### config.mk
export PLATFORM = sky130hd
export DESIGN_NAME = ixreg_store_unit
export DESIGN_NICKNAME = d
export VERILOG_FILES = /design/src/rtl/ixreg_store_unit.sv
export SDC_FILE = /design/constraint.sdc
export NUM_CORES = 1
export LEC_CHECK = 0
export ABC_AREA = 1
export BUFFER_PORTS_ARGS = -buffer_cell sky130_fd_sc_hd__buf_2
export CORE_ASPECT_RATIO = 0.7
export CORE_MARGIN = 4
export CORE_UTILIZATION = 40
export DETAILED_ROUTE_END_ITERATION = 10
export SLEW_MARGIN = 20
export SYNTH_ARGS = -nofsm -noshare
export SYNTH_HDL_FRONTEND = slang
export SYNTH_SLANG_ARGS = --single-unit
export TNS_END_PERCENT = 10
### constraint.sdc
create_clock -name clk -period 4.5 [get_ports clk]
set_input_delay 0 -clock clk [delete_from_list [all_inputs] [get_ports clk]]
set_output_delay 0 -clock clk [all_outputs]
set_load 0.02 [all_outputs]
### src/rtl/ixreg_store_unit.sv
module ixreg_store_unit #(
  parameter int OFS_DIGITS = 6
) (
  input  logic                        clk,
  input  logic                        rst_n,
  input  logic                        start,
  input  logic [7:0]                  af_len,
  input  logic                        af_lit,
  input  logic [3:0]                  variant,
  input  logic [1:0]                  ac_type,
  output logic [2:0]                  rd_idx,
  input  logic [4*(OFS_DIGITS+2)-1:0] rd_reg,
  output logic                        wr_en,
  output logic [7:0]                  wr_ofs,
  output logic [3:0]                  wr_digit,
  output logic                        busy,
  output logic                        done,
  output logic                        fault,
  output logic [7:0]                  fault_code,
  output logic                        cmp_we,
  output logic [1:0]                  cmp_code
);
  localparam int REG_LEN   = OFS_DIGITS + 2;
  localparam int MULTI_LEN = 4 * REG_LEN;
  localparam int RW        = 4 * REG_LEN;
  localparam int SW        = $clog2(REG_LEN + 1);

  typedef enum logic [1:0] {S_IDLE, S_CHECK, S_WRITE} st_t;
  st_t state;

  logic [3:0]    var_q;
  logic [1:0]    ac_q;
  logic [7:0]    af_q, len_q, cnt, rpos;
  logic          lit_q;
  logic [SW-1:0] sub;
  logic [1:0]    ridx;

  wire       four   = (var_q == 4'd0);
  wire       sn     = (ac_q == 2'b01);
  wire [3:0] r_sign = rd_reg[RW-1 -: 4];
  wire [3:0] r_base = rd_reg[RW-5 -: 4];
  wire [7:0] af_val = 8'(af_len[7:4] * 4'd10) + 8'(af_len[3:0]);
  wire [7:0] dlen   = len_q - 8'(sn);
  wire       last   = (cnt == len_q - 8'd1);

  int   lz;
  logic seen, all_e, bad;
  logic [7:0] code;
  logic [1:0] flag;

  always_comb begin
    lz = 0; seen = 1'b0; all_e = 1'b1;
    for (int i = OFS_DIGITS - 1; i >= 0; i--) begin
      if (!seen && rd_reg[4*i +: 4] == 4'h0) lz++;
      else seen = 1'b1;
      if (rd_reg[4*i +: 4] != 4'hE) all_e = 1'b0;
    end
  end

  always_comb begin
    bad = 1'b1;
    if (lit_q)                                   code = 8'h21;
    else if (var_q > 4'd7)                       code = 8'h26;
    else if (ac_q[1] || (four && sn))            code = 8'h03;
    else if (four && af_q != 8'h00)              code = 8'h25;
    else if (!four && int'(dlen) <= OFS_DIGITS &&
             (OFS_DIGITS - lz) > int'(dlen))      code = 8'h07;
    else begin
      code = 8'h00; bad = 1'b0;
    end
  end

  always_comb begin
    if (lz == OFS_DIGITS)   flag = 2'b00;
    else if (all_e)         flag = 2'b11;
    else if (r_sign == 4'hD) flag = 2'b01;
    else                    flag = 2'b10;
  end

  assign rpos = four ? 8'(REG_LEN - 1) - 8'(sub) : len_q - 8'd1 - cnt;

  always_comb begin
    wr_digit = 4'h0;
    if (!four && sn && cnt == 8'd0) wr_digit = (r_sign == 4'hD) ? 4'hD : 4'hC;
    else if (rpos == 8'(OFS_DIGITS)) wr_digit = r_base;
    else
      for (int i = 0; i < OFS_DIGITS; i++)
        if (rpos == 8'(i)) wr_digit = rd_reg[4*i +: 4];
  end

  assign rd_idx = (state == S_WRITE && four) ? {1'b1, ridx} : var_q[2:0];
  assign wr_en  = (state == S_WRITE);
  assign wr_ofs = cnt;
  assign busy   = (state != S_IDLE);

  always_ff @(posedge clk or negedge rst_n) begin
    if (!rst_n) begin
      state <= S_IDLE;
      var_q <= '0; ac_q <= '0; af_q <= '0; len_q <= '0; lit_q <= 1'b0;
      cnt <= '0; sub <= '0; ridx <= '0;
      done <= 1'b0; fault <= 1'b0; fault_code <= '0;
      cmp_we <= 1'b0; cmp_code <= '0;
    end else begin
      done   <= 1'b0;
      fault  <= 1'b0;
      cmp_we <= 1'b0;
      case (state)
        S_IDLE: if (start) begin
          var_q <= variant; ac_q <= ac_type; af_q <= af_len; lit_q <= af_lit;
          len_q <= (variant == 4'd0) ? 8'(MULTI_LEN)
                 : (af_val == 8'd0) ? 8'(REG_LEN) : af_val;
          state <= S_CHECK;
        end
        S_CHECK: begin
          cnt <= '0; sub <= '0; ridx <= '0;
          if (bad) begin
            done <= 1'b1; fault <= 1'b1; fault_code <= code;
            state <= S_IDLE;
          end else state <= S_WRITE;
        end
        S_WRITE: begin
          cnt <= cnt + 8'd1;
          if (sub == SW'(REG_LEN - 1)) begin
            sub <= '0; ridx <= ridx + 2'd1;
          end else sub <= sub + SW'(1);
          if (last) begin
            done <= 1'b1; fault_code <= 8'h00;
            cmp_we <= !four; cmp_code <= flag;
            state <= S_IDLE;
          end
        end
        default: state <= S_IDLE;
      endcase
    end
  end


  done_after_write_chk: assert property (@(posedge clk) disable iff (!rst_n)
    $fell(wr_en) |-> done && !fault);


  fault_nowrite_chk: assert property (@(posedge clk) disable iff (!rst_n)
    (done && fault) |-> !$past(wr_en));


  ofs_step_chk: assert property (@(posedge clk) disable iff (!rst_n)
    (wr_en && $past(wr_en)) |-> wr_ofs == 8'($past(wr_ofs) + 8'd1));


  sign_digit_chk: assert property (@(posedge clk) disable iff (!rst_n)
    (wr_en && wr_ofs == 8'd0 && sn && !four) |-> (wr_digit == 4'hC || wr_digit == 4'hD));


  four_noflag_chk: assert property (@(posedge clk) disable iff (!rst_n)
    cmp_we |-> (done && !fault && var_q != 4'd0));


  idle_quiet_chk: assert property (@(posedge clk) disable iff (!rst_n)
    !busy |-> !wr_en);
endmodule

==> summary.md, run 1 <==
| Metric | Value |
|---|---|
| R2R cell count | `18` |
| GR Overflow Total | `0` |
| Post-synth EDFFs | `0` |
| Iter 0 DRT Violations | `306` |
| Clock network power share | `13.0%` |
| Rel. slew slack | `54.7%` |
| Final hold viol count | `0` |
| Crit. Startpoint | `rd_reg[20]` |
| DPL Wire Length | `9220 um` |
| Synth top cells by count | `nand2_1, inv_1, nor2_1, dfrtp_1, ha_1` |
| Starting Density | `41.1%` |
| Setup TNS | `0 ns` |
| Post-synth top flop | `dfrtp_1` |
| Largest fanout on the critical path | `3` |
| P_int | `1.58 mW` |
| Pin slew with the least headroom to its limit | `0.680 ns` |
| Row cnt | `31` |
| Drt first pass iters | `6` |
| Register area share after synthesis | `28.1%` |
| CTS resizes | `0` |
| Clk buf depth | `2` |
| Critical Path RT | `~4.7 ns` |
| Peak Freq | `256 MHz` |
| Clk slew on worst S/H paths | `0.06 ns` |
| Power share of the combinational group | `66.1%` |
| Skew-Pair Late Insertion Delay | `approximately 0.29 ns` |
| Synthesis-stage register bit count | `48` |
| Crit path top cell by count | `nand2_1` |
| RSZ-0062 raised after global routing | `no` |
| Async set-reset flop share out of synthesis | `100%` |
| Critical Path Sink | `fault_code[0]$_DFFE_PN0P_` |
| First-pass GRT wire length | `around 19,000 um` |
| CP endpoint kind | `flop` |
| Power share of the sequential group | `20.9%` |
| Width of the die | `about 130 um` |
| CTS tree | `built` |
| Slowest stage delay, CP | `0.29 ns` |
| Layout cell share with drive strength beyond 1 | `16.5%` |
| DP Cell Count | `between 800 and 900` |
| Die height | `roughly 94 um` |
| Final period util | `just under 90%` |
| DR vias | `4,092` |
| Nets | `796` |
| Worst path slowest cell | `ha_1` |
| CTS sink cnt | `48` |
| Vias in the first global route | `about 4,000` |
| Synthesized instance count | `618` |
| Residual DRC | `0` |
| Non-filler cells, final | `839` |
| Post-DRT Antenna Nets | `0` |
| WL final | `about 11,000 um` |
| Most numerous cell in the Yosys netlist | `nand2_1` |
| Routed length per placed instance | `13.3 um` |
| Yosys Warn Count | `0` |
| Yosys top cell area share | `between 20 and 30%` |
| Min cycle time layout | `between 3 and 4 ns` |
| Syn_area_per_cell | `6.91 sq um` |
| CTS Hold Buffers Added | `13` |
| Startpoint types | `input pin` |
| RR Endpoint | `fault_code[0]$_DFFE_PN0P_` |
| Switching part of the total power | `between 50% and 60%` |
| Critical path class | `input pin to flop` |
| Largest net degree at the start of global routing | `29` |
| Sw Pwr | `1.71 mW` |
| Top cells by area, synth | `dfrtp_1, nand2_1, ha_1, inv_1, nor2_1` |
| Worst VDD drop | `0.000252 V` |
| Postcts setup bufs | `0` |
| Cell area power density | `~650 nW/um^2` |
| Ant. Diodes | `0` |
| Slew Viols, Final | `0` |
| Status | `complete, no violations` |
| Area Growth Syn to Fin | `19.1%` |
| Max-cap violations | `0` |
| Synthesized area | `4270 sq um` |
| PortBufs | `75` |
| Initial antenna violation count | `0` |
| I/O Pins | `80` |
| Core area | `10,400 sq um` |
| GP Congestion | `0.867` |
| Data arrival, critical path | `4.08 ns` |
| Die area | `12,400 sq um` |
| Worst reg-to-reg setup slack | `roughly 1.5 ns` |
| Clk root buf | `clkbuf_16` |
| Setup Viol. Count Final | `0` |
| RR Startpoint | `ac_q[1]$_DFFE_PN0P_` |
| H-tree depth | `2` |
| Via/cell ratio | `4.88` |
| Gr usage total | `between 10% and 20%` |
| Library cells used by synthesis | `43` |
| Leakage | `2.74 nW` |
| Worst Skew | `~0.0056 ns` |
| Hold crit path type | `input pin to flop` |
| TritonCTS Buffers | `5` |
| Largest area contributor in the netlist | `dfrtp_1` |
[layer usage]
metal	vias up	part of all wire, %	global-route usage (%)
met5	-	0	0
met4	0	0.58	3.93
met3	8	4.5	3.83
met2	82	42	28.6
met1	1846	52	26.2
li1	2156	-	-
[worst max-delay path: cells and delay by family]
family,cells,cell delay (ns)
buf+inv,6,0.37
compound gates,3,0.58
fa+ha+maj,5,1.37
simple gates,19,1.74
[per-stage QoR]
stage	hold WS, ns	area (sq um)	util, %	setup WS (ns)	total power [mW]
after CTS	0.00734	5080	48.9	0.578	3.30
final	0.00729	5080	48.9	0.600	3.29
after detailed placement	0.0834	4780	46.0	0.271	2.84
after global routing	0.0426	5080	48.9	0.0437	3.64
after global placement	0.222	4760	45.8	0.410	2.80
after floorplan	-0.296	4280	-	0.974	2.31
[sequential cells by signal, indices dropped and copies added (netlist names), 2 cells and up]
signal / count
wr_ofs: 8
var_q: 4
sub: 4
ac_q: 2
fault_code: 4
cmp_code: 2
state: 2
af_q: 8
len_q: 8
ridx: 2
[power groups by stage]
stage	logic (mW)	clock network [mW]	registers, mW
final	2.18	0.427	0.689
after global routing	2.48	0.452	0.710
after CTS	2.17	0.438	0.689
after detailed placement	2.15	0	0.696
after global placement	2.11	0	0.694
after floorplan	1.59	0	0.719
[cell usage in the layout (no fill, tap or decap), types with 2 or more instances in the layout]
master	count
o22ai_1	6
or2_2	3
or2_1	2
clkbuf_16	5
nor4_1	5
nor3b_1	5
o21ai_1	4
inv_1	102
nand4_2	2
xor2_1	20
nand3_1	29
nor2_1	72
dfrtp_1	48
nor3_1	6
nand3_2	4
nand2_2	11
nand4_1	21
buf_2	75
inv_2	2
dlygate4sd3_1	13
conb_1	5
xnor2_1	2
o21ai_0	32
nor2_4	2
or4_1	2
a21oi_1	20
fa_1	3
nor2_2	7
nand2_1	141
ha_1	37
a22o_1	2
o211ai_1	5
[layout make-up]
type | instances | area (sq um)
Clock buffer | 5 | 125
Sequential cell | 48 | 1200
Timing Repair Buffer | 89 | 533
Inverter | 105 | 394
Tap cell | 132 | 165
Fill cell | 1045 | 5310
Multi-Input combinational cell | 457 | 2620
Clock inverter | 3 | 42.5
[worst min-delay path by stage]
stage	from	to	slack, ns	cells past startpoint
global placement	variant[0]	var_q[0]$_DFFE_PN0P_	0.22	3
CTS	af_len[7]	af_q[7]$_DFFE_PN0P_	0.007	3
floorplan	rst_n	ac_q[0]$_DFFE_PN0P_	-0.30	0
detailed placement	rst_n	af_q[3]$_DFFE_PN0P_	0.08	1
finish	af_len[7]	af_q[7]$_DFFE_PN0P_	0.007	3
global route	af_len[7]	af_q[7]$_DFFE_PN0P_	0.04	3
[logic make-up (layout without fill, tap and decap cells)]
kind of cell | Yosys count | after routing | synth area share (%)
and+or+nand+nor | 315 | 315 | 34.3
buffers and inverters | 116 | 202 | 10.7
AOI/OAI and AO/OA | 74 | 74 | 9.62
DFF | 48 | 48 | 28.1
adders and majority gates | 40 | 40 | 12.3
xor gates and xnor gates | 22 | 22 | 4.51
other | 2 | 5 | 0.176
muxes | 1 | 1 | 0.235
Power figures use the tool's default switching activity.
==> inputs of run 2 (changes only) <==
--- a/config.mk
+++ b/config.mk
@@ -5,12 +5,14 @@
 export SDC_FILE = /design/constraint.sdc
 export NUM_CORES = 1
 export LEC_CHECK = 0
-export ABC_AREA = 1
 export BUFFER_PORTS_ARGS = -buffer_cell sky130_fd_sc_hd__buf_2
+export CELL_PAD_IN_SITES_DETAIL_PLACEMENT = 0
+export CELL_PAD_IN_SITES_GLOBAL_PLACEMENT = 1
 export CORE_ASPECT_RATIO = 0.7
 export CORE_MARGIN = 4
 export CORE_UTILIZATION = 40
 export DETAILED_ROUTE_END_ITERATION = 10
+export PLACE_DENSITY_LB_ADDON = 0.1
 export SLEW_MARGIN = 20
 export SYNTH_ARGS = -nofsm -noshare
 export SYNTH_HDL_FRONTEND = slang
==> run 2 against run 1 <==
Against the previous run:
- via count decreased by 4.6%
- wire length increased by 4.7%
- sequential power decreased by 37%
- synthesized cell count decreased by 26%
- final cell count decreased by 16%
- clock skew decreased by 0.0023 ns
- sequential cell count unchanged
- register-to-register slack got worse by 0.41 ns
- hold slack improved by 0.014 ns
- synthesized area decreased by 3.3%
- non-clock buffer count increased by 32
- largest cell class unchanged
- largest power group is now registers
- highest routed layer unchanged
==> summary.md, run 2 <==
| Metric | Value |
|---|---|
| Status | `complete, no violations` |
| Final period util | `96.6% (+9.9 points)` |
| DP Cell Count | `682 (-17%)` |
| Pre-CTS WS | `-0.315 ns (-0.586 ns)` |
| DR vias | `3,902 (-4.6%)` |
| Max-cap violations | `0 (unchanged)` |
| H-tree depth | `2 (unchanged)` |
| Vias in the first global route | `3,724 (-6.9%)` |
| Synthesis-stage register bit count | `48 (unchanged)` |
| Worst path slowest cell | `or4_4` |
| Post-synth top flop | `dfrtp_1` |
| Largest fanout on the critical path | `4 (+1)` |
| Min cycle time layout | `4.35 ns (+0.447 ns)` |
| Die height | `93.0 um (-1.5%)` |
| Worst VDD drop | `0.000129 V (-49%)` |
| Critical path class | `input pin to flop` |
| Largest net degree at the start of global routing | `49 (+69%)` |
| RR Startpoint | `ac_q[0]$_DFFE_PN0P_` |
| Crit-path cells | `buf_2 > or4_4 > a21oi_2 > ha_1 > o31a_1 > ha_4 > mux2_2 > ha_1 > mux2_4 > ha_4 > a22oi_2 > nor2b_1 > ha_1 > and3_1 > a31oi_1 > o21ai_1 > nand2_2 > o21ai_4 > a311oi_4 > mux2_4` |
| I/O Pins | `80 (unchanged)` |
| Post-synth EDFFs | `0 (unchanged)` |
| Library cells used by synthesis | `64 (+49%)` |
| Slowest stage delay, CP | `0.58 ns (+0.29 ns)` |
| Worst Skew | `0.00332 ns (-0.00229 ns)` |
| Initial antenna violation count | `0 (unchanged)` |
| Die area | `12,000 sq um (-3.1%)` |
| Rel. slew slack | `40.8% (-14 points)` |
| Register area share after synthesis | `29.1% (+0.96 points)` |
| Final Instance Area | `5200 sq um (+2.4%)` |
| Drt first pass iters | `5 (-1)` |
| Setup TNS | `0 ns (unchanged)` |
| Clk slew on worst S/H paths | `0.06 ns (about the same)` |
| Fin Hold WS | `0.0212 ns (+0.0139 ns)` |
| CP endpoint kind | `flop` |
| DPL Wire Length | `9270 um (+0.57%)` |
| Area Growth Syn to Fin | `26.1%` |
| Peak Freq | `230 MHz (-10%)` |
| Hold crit path type | `input pin to flop` |
| Post-DRT Antenna Nets | `0 (unchanged)` |
| Hold endpoint | `af_q[6]$_DFFE_PN0P_` |
| Synth top cells by count | `dfrtp_1, ha_1, nand2_1, inv_1, o21ai_0` |
| Pin slew with the least headroom to its limit | `0.880 ns (+0.200 ns)` |
| Iter 0 DRT Violations | `263 (-14%)` |
| Yosys Warn Count | `0 (unchanged)` |
| Worst reg-to-reg setup slack | `1.05 ns (-0.41 ns)` |
| Row cnt | `30 (-3.2%)` |
| Gr usage total | `19.6% (+1.3 points)` |
| Critical Path RT | `4.67 ns (about the same)` |
| Leakage | `2.50 nW (-8.7%)` |
| Async set-reset flop share out of synthesis | `100% (unchanged)` |
| Design Power | `934 uW (-72%)` |
| Area after DPL | `4890 sq um (+2.1%)` |
| Ant. Diodes | `0 (unchanged)` |
| Cell area power density | `180 nW/um^2 (-72%)` |
| Final hold viol count | `0 (unchanged)` |
| Layout cell share with drive strength beyond 1 | `28.0% (+11 points)` |
| RR Endpoint | `fault_code[2]$_DFFE_PN0P_` |
| Routed length per placed instance | `16.6 um (+25%)` |
| WL final | `11,700 um (+4.7%)` |
| Startpoint types | `input pin` |
| Skew-Pair Late Insertion Delay | `0.29 ns (about the same)` |
| Most common cell after layout, fill and taps aside | `buf_2` |
| Width of the die | `129 um (-1.6%)` |
| GP Congestion | `0.837 (-3.5%)` |
| CTS tree | `built` |
| Final setup margin | `0.153 ns (-0.447 ns)` |
| Residual DRC | `0 (unchanged)` |
| Yosys top cell area share | `29.1% (+0.96 points)` |
| Commonest non-fill, non-tap cells in the layout | `buf_2, dfrtp_1, ha_1` |
| Syn_area_per_cell | `9.03 sq um (+31%)` |
| Hold Path Depth | `2 (-1)` |
| CTS sink cnt | `48 (unchanged)` |
| Clk root buf | `clkbuf_16` |
| Most numerous cell in the Yosys netlist | `dfrtp_1` |
| Util after Layout | `52.7% (+3.8 points)` |
| RSZ-0062 raised after global routing | `no` |
| Core area | `9870 sq um (-5.0%)` |
| TritonCTS Buffers | `5 (unchanged)` |
| Nets | `663 (-17%)` |
| Data arrival, critical path | `4.52 ns (+0.44 ns)` |
| Largest area contributor in the netlist | `dfrtp_1` |
| Synthesized area | `4130 sq um (-3.3%)` |
| GR Overflow Total | `0 (unchanged)` |
| HP Start | `af_len[6]` |
| Slew Viols, Final | `0 (unchanged)` |
| Crit path top cell by count | `ha_1` |
| R2R cell count | `13 (-5)` |
| Top cells by area, synth | `dfrtp_1, ha_1, mux2_2, o21ai_0, xnor2_1` |
| PortBufs | `75 (unchanged)` |
| Setup Viol. Count Final | `0 (unchanged)` |
| Non-filler cells, final | `702 (-16%)` |
| First-pass GRT wire length | `19,000 um (+1.3%)` |
| Synthesized instance count | `457 (-26%)` |
| Via/cell ratio | `5.56 (+14%)` |
| Clk buf depth | `2 (unchanged)` |
| Starting Density | `41.8% (+0.74 points)` |
run 2: worst max-delay path: cells and delay by family:
family                   cells  cell delay, ns
AO/OA/AOI/OAI                7            1.30
adder cells (fa/ha/maj)      5            1.24
buffers and inverters        1            0.11
multiplexers                 3            0.89
AND/OR/NAND/NOR              4            0.96
run 2: final cells by class:
cell class | count | area (sq um)
Fill cell | 951 | 4670
Clock buffer | 6 | 139
Sequential cell | 48 | 1200
Timing Repair Buffer | 121 | 751
Inverter | 31 | 116
Clock inverter | 2 | 10.0
Tap cell | 128 | 160
Multi-Input combinational cell | 366 | 2830
run 2: how the worst max path moves through the flow:
stage / cells after the start / slack [ns] / end / startpoint
after global routing: 21 / 0.001 / fault_code[1]$_DFFE_PN0P_ / rd_reg[22]
after detailed placement: 20 / -0.31 / fault_code[1]$_DFFE_PN0P_ / rd_reg[20]
after global placement: 20 / -0.18 / fault_code[1]$_DFFE_PN0P_ / rd_reg[20]
final: 20 / 0.15 / fault_code[2]$_DFFE_PN0P_ / rd_reg[22]
after CTS: 20 / 0.02 / fault_code[1]$_DFFE_PN0P_ / rd_reg[20]
after floorplan: 20 / 0.004 / fault_code[1]$_DFFE_PN0P_ / rd_reg[20]
run 2: repair_timing:
action                     CTS  global route
setup endpoints to repair    2             7
pin swaps                    1             8
hold buffers                12             0
gates resized for setup      0            12
setup buffers                0             0
hold endpoints to repair    60             0
run 2: power breakdown:
group	switching [mW]	internal [mW]	total, mW
logic	0.0650	0.0591	0.124
clock network	0.159	0.219	0.379
registers	0.000133	0.432	0.432
run 2: cell families after synthesis:
kind of cell	count (synthesis)	share of synthesized area [%]
buf+inv	46	4.64
mux	23	6.16
xor+xnor	29	6.16
compound gates	117	20.0
flops	48	29.1
simple gates	152	21.1
other cells	2	0.182
fa+ha+maj	40	12.7
run 2: routing by layer:
layer  vias to the layer above  part of all wire (%)  track usage (%)
li1                       1923                     -                -
met1                      1880                    51             31.1
met2                        97                    43             28.4
met3                         2                   5.3             3.03
met4                         0                  0.23             2.27
met5                         -                     0                0
==> inputs of run 3 (changes only) <==
--- a/config.mk
+++ b/config.mk
@@ -11,6 +11,7 @@
 export CORE_ASPECT_RATIO = 0.7
 export CORE_MARGIN = 4
 export CORE_UTILIZATION = 40
+export CTS_BUF_LIST = sky130_fd_sc_hd__clkbuf_4 sky130_fd_sc_hd__clkbuf_8
 export DETAILED_ROUTE_END_ITERATION = 10
 export PLACE_DENSITY_LB_ADDON = 0.1
 export SLEW_MARGIN = 20
==> constraint.sdc (replaced) <==
create_clock -name clk -period 4.1 [get_ports clk]
set_input_delay 0 -clock clk [delete_from_list [all_inputs] [get_ports clk]]
set_output_delay 0 -clock clk [all_outputs]
set_load 0.02 [all_outputs]
==> run 3 against run 2 <==
Against the previous run:
- the run now ends with setup timing left
- critical path depth unchanged
- register-to-register slack worse by 0.43 ns
- global-route usage increased by 1.0 points
- largest cell class unchanged
- via count increased by 2.4%
- sequential power is 9.5% higher
- highest routed layer unchanged
- design area increased by 0.99%
==> summary.md, run 3 (same netlist as run 2, synthesis figures left out) <==
| Metric | Value |
|---|---|
| Status | `finished, violations left` |
| Failing checks | `setup timing` |
| I/O Pins | `80 (unchanged)` |
| Largest fanout on the critical path | `5 (+1)` |
| Iter 0 DRT Violations | `303 (+15%)` |
| CTS sink cnt | `48 (unchanged)` |
| Hold crit path type | `input pin to flop` |
| DPL Wire Length | `9600 um (+3.5%)` |
| WL final | `12,100 um (+3.9%)` |
| Clk buf depth | `2 (unchanged)` |
| PortBufs | `75 (unchanged)` |
| Rel. slew slack | `33.1% (-7.7 points)` |
| Routed length per placed instance | `17.1 um (+2.6%)` |
| R2R cell count | `13 (unchanged)` |
| Setup Viol. Count Final | `3 (+3)` |
| GR Overflow Total | `0 (unchanged)` |
| Min cycle time layout | `4.14 ns` |
| Pre-CTS WS | `-0.462 ns (-0.147 ns)` |
| Final setup margin | `-0.0350 ns (-0.188 ns)` |
| Width of the die | `129 um (unchanged)` |
| Worst VDD drop | `0.000126 V (-2.0%)` |
| CTS tree | `built` |
| TritonCTS Buffers | `5 (unchanged)` |
| Starting Density | `41.8% (unchanged)` |
| Pin slew with the least headroom to its limit | `0.994 ns (+0.114 ns)` |
| Crit. Startpoint | `rd_reg[20]` |
| Worst Skew | `0.0105 ns (+0.00716 ns)` |
| Final period util | `101%` |
| RR Startpoint | `ac_q[0]$_DFFE_PN0P_` |
| Final Instance Area | `5250 sq um (+0.99%)` |
| Die area | `12,000 sq um (unchanged)` |
| Post-DRT Antenna Nets | `0 (unchanged)` |
| Ant. Diodes | `0 (unchanged)` |
| Slew Viols, Final | `0 (unchanged)` |
| Row cnt | `30 (unchanged)` |
| Die height | `93.0 um (unchanged)` |
| Commonest non-fill, non-tap cells in the layout | `buf_2, dfrtp_1, buf_4` |
| Cell area power density | `178 nW/um^2 (-0.95%)` |
| Vias in the first global route | `3,840 (+3.1%)` |
| DP Cell Count | `688 (+0.88%)` |
| Via/cell ratio | `5.62 (+1.1%)` |
| H-tree depth | `2 (unchanged)` |
| CP endpoint kind | `flop` |
| DR vias | `3,997 (+2.4%)` |
| First-pass GRT wire length | `19,900 um (+4.4%)` |
| Skew-Pair Late Insertion Delay | `0.31 ns (+0.02 ns)` |
| Leakage | `2.52 nW (+0.68%)` |
| Non-filler cells, final | `711 (+1.3%)` |
| Most common cell after layout, fill and taps aside | `buf_2` |
| Critical Path RT | `4.29 ns (-0.38 ns)` |
| Data arrival, critical path | `4.33 ns (-0.19 ns)` |
| Peak Freq | `242 MHz` |
| RSZ-0062 raised after global routing | `yes` |
| Max-cap violations | `0 (unchanged)` |
| Nets | `672 (+1.4%)` |
| Design Power | `935 uW (about the same)` |
| Setup TNS | `-0.0682 ns (-0.0682 ns)` |
| Final hold viol count | `0 (unchanged)` |
| Core area | `9870 sq um (unchanged)` |
| Hold Path Depth | `2 (unchanged)` |
| HP Start | `af_len[7]` |
| Startpoint types | `input pin` |
| Clk root buf | `clkbuf_8` |
| Clk slew on worst S/H paths | `0.09 ns (+0.03 ns)` |
| Area after DPL | `4990 sq um (+2.1%)` |
| Critical path class | `input pin to flop` |
| Layout cell share with drive strength beyond 1 | `29.0% (+0.94 points)` |
| Util after Layout | `53.2% (+0.52 points)` |
| Drt first pass iters | `6 (+1)` |
| Initial antenna violation count | `0 (unchanged)` |
| Gr usage total | `20.6% (+1.0 points)` |
| Fin Hold WS | `0.0168 ns (-0.00444 ns)` |
| Area Growth Syn to Fin | `27.3%` |
| Residual DRC | `0 (unchanged)` |
| GP Congestion | `0.905 (+8.2%)` |
| Largest net degree at the start of global routing | `29 (-41%)` |
[run 3: cell types whose count changed in the layout (fill, tap and decap cells not counted), moves of 2 or more]
cell,previous run,this run
buf_4,34,41
clkbuf_16,5,0
clkbuf_8,1,6
clkbuf_4,0,2
clkinv_2,2,0
mux2_1,0,2
[run 3: layout make-up]
cell class              count  area (sq um)
flip-flops and latches     48          1200
inverters                  31           116
repair buffers            130           841
fillers                   908          4620
multi-input cells         366          2840
clock buffers               8          97.6
well taps                 128           160
[run 3: repair_timing]
item                                   CTS  global route
setup endpoints to repair                5             7
hold buffers                            13             0
setup buffers                            2             0
endpoints found under the hold margin   40             0
cloned                                   0             0
resized for setup                        4             1
pin swaps                                3             2
[run 3: metal layers]
metal  vias up  global-route usage, %  wire length (um)
met5         -                      0                 0
met3        13                   3.42               761
met1      1930                   31.4              6030
li1       1942                      -                 -
met2       112                   31.3              5260
met4         0                   2.62                82
[run 3: power by group]
group	switching, mW	internal (mW)	total (mW)	leakage [nW]
Combinational	0.0746	0.0694	0.144	1.84
Sequential	0.000121	0.473	0.473	0.625
Clock	0.166	0.151	0.317	0.0523
Total	0.241	0.694	0.935	2.52
[run 3: critical path, cell delays in order]
cell,delay (ns)
buf_2,0.10
or4_4,0.57
a21oi_2,0.13
ha_1,0.23
o31a_1,0.29
ha_4,0.23
mux2_4,0.30
ha_4,0.21
mux2_4,0.27
ha_4,0.18
a22oi_2,0.13
nor2b_1,0.08
ha_1,0.33
and3_1,0.17
a31oi_1,0.16
o21ai_2,0.08
nand2_2,0.11
o21ai_4,0.08
a311oi_4,0.33
mux2_1,0.35
[run 3: final timing paths]
check | slack (ns) | end
hold reg to reg | 0.50 | cmp_code[0]$_DFFE_PN0P_
min in group asynchronous | 0.26 | sub[2]$_DFFE_PN0P_
hold / removal | 0.02 | af_q[7]$_DFFE_PN0P_
setup reg to reg | 0.62 | fault_code[1]$_DFFE_PN0P_
max in group asynchronous | 3.27 | af_q[0]$_DFFE_PN0P_
setup / recovery | -0.04 | fault_code[1]$_DFFE_PN0P_
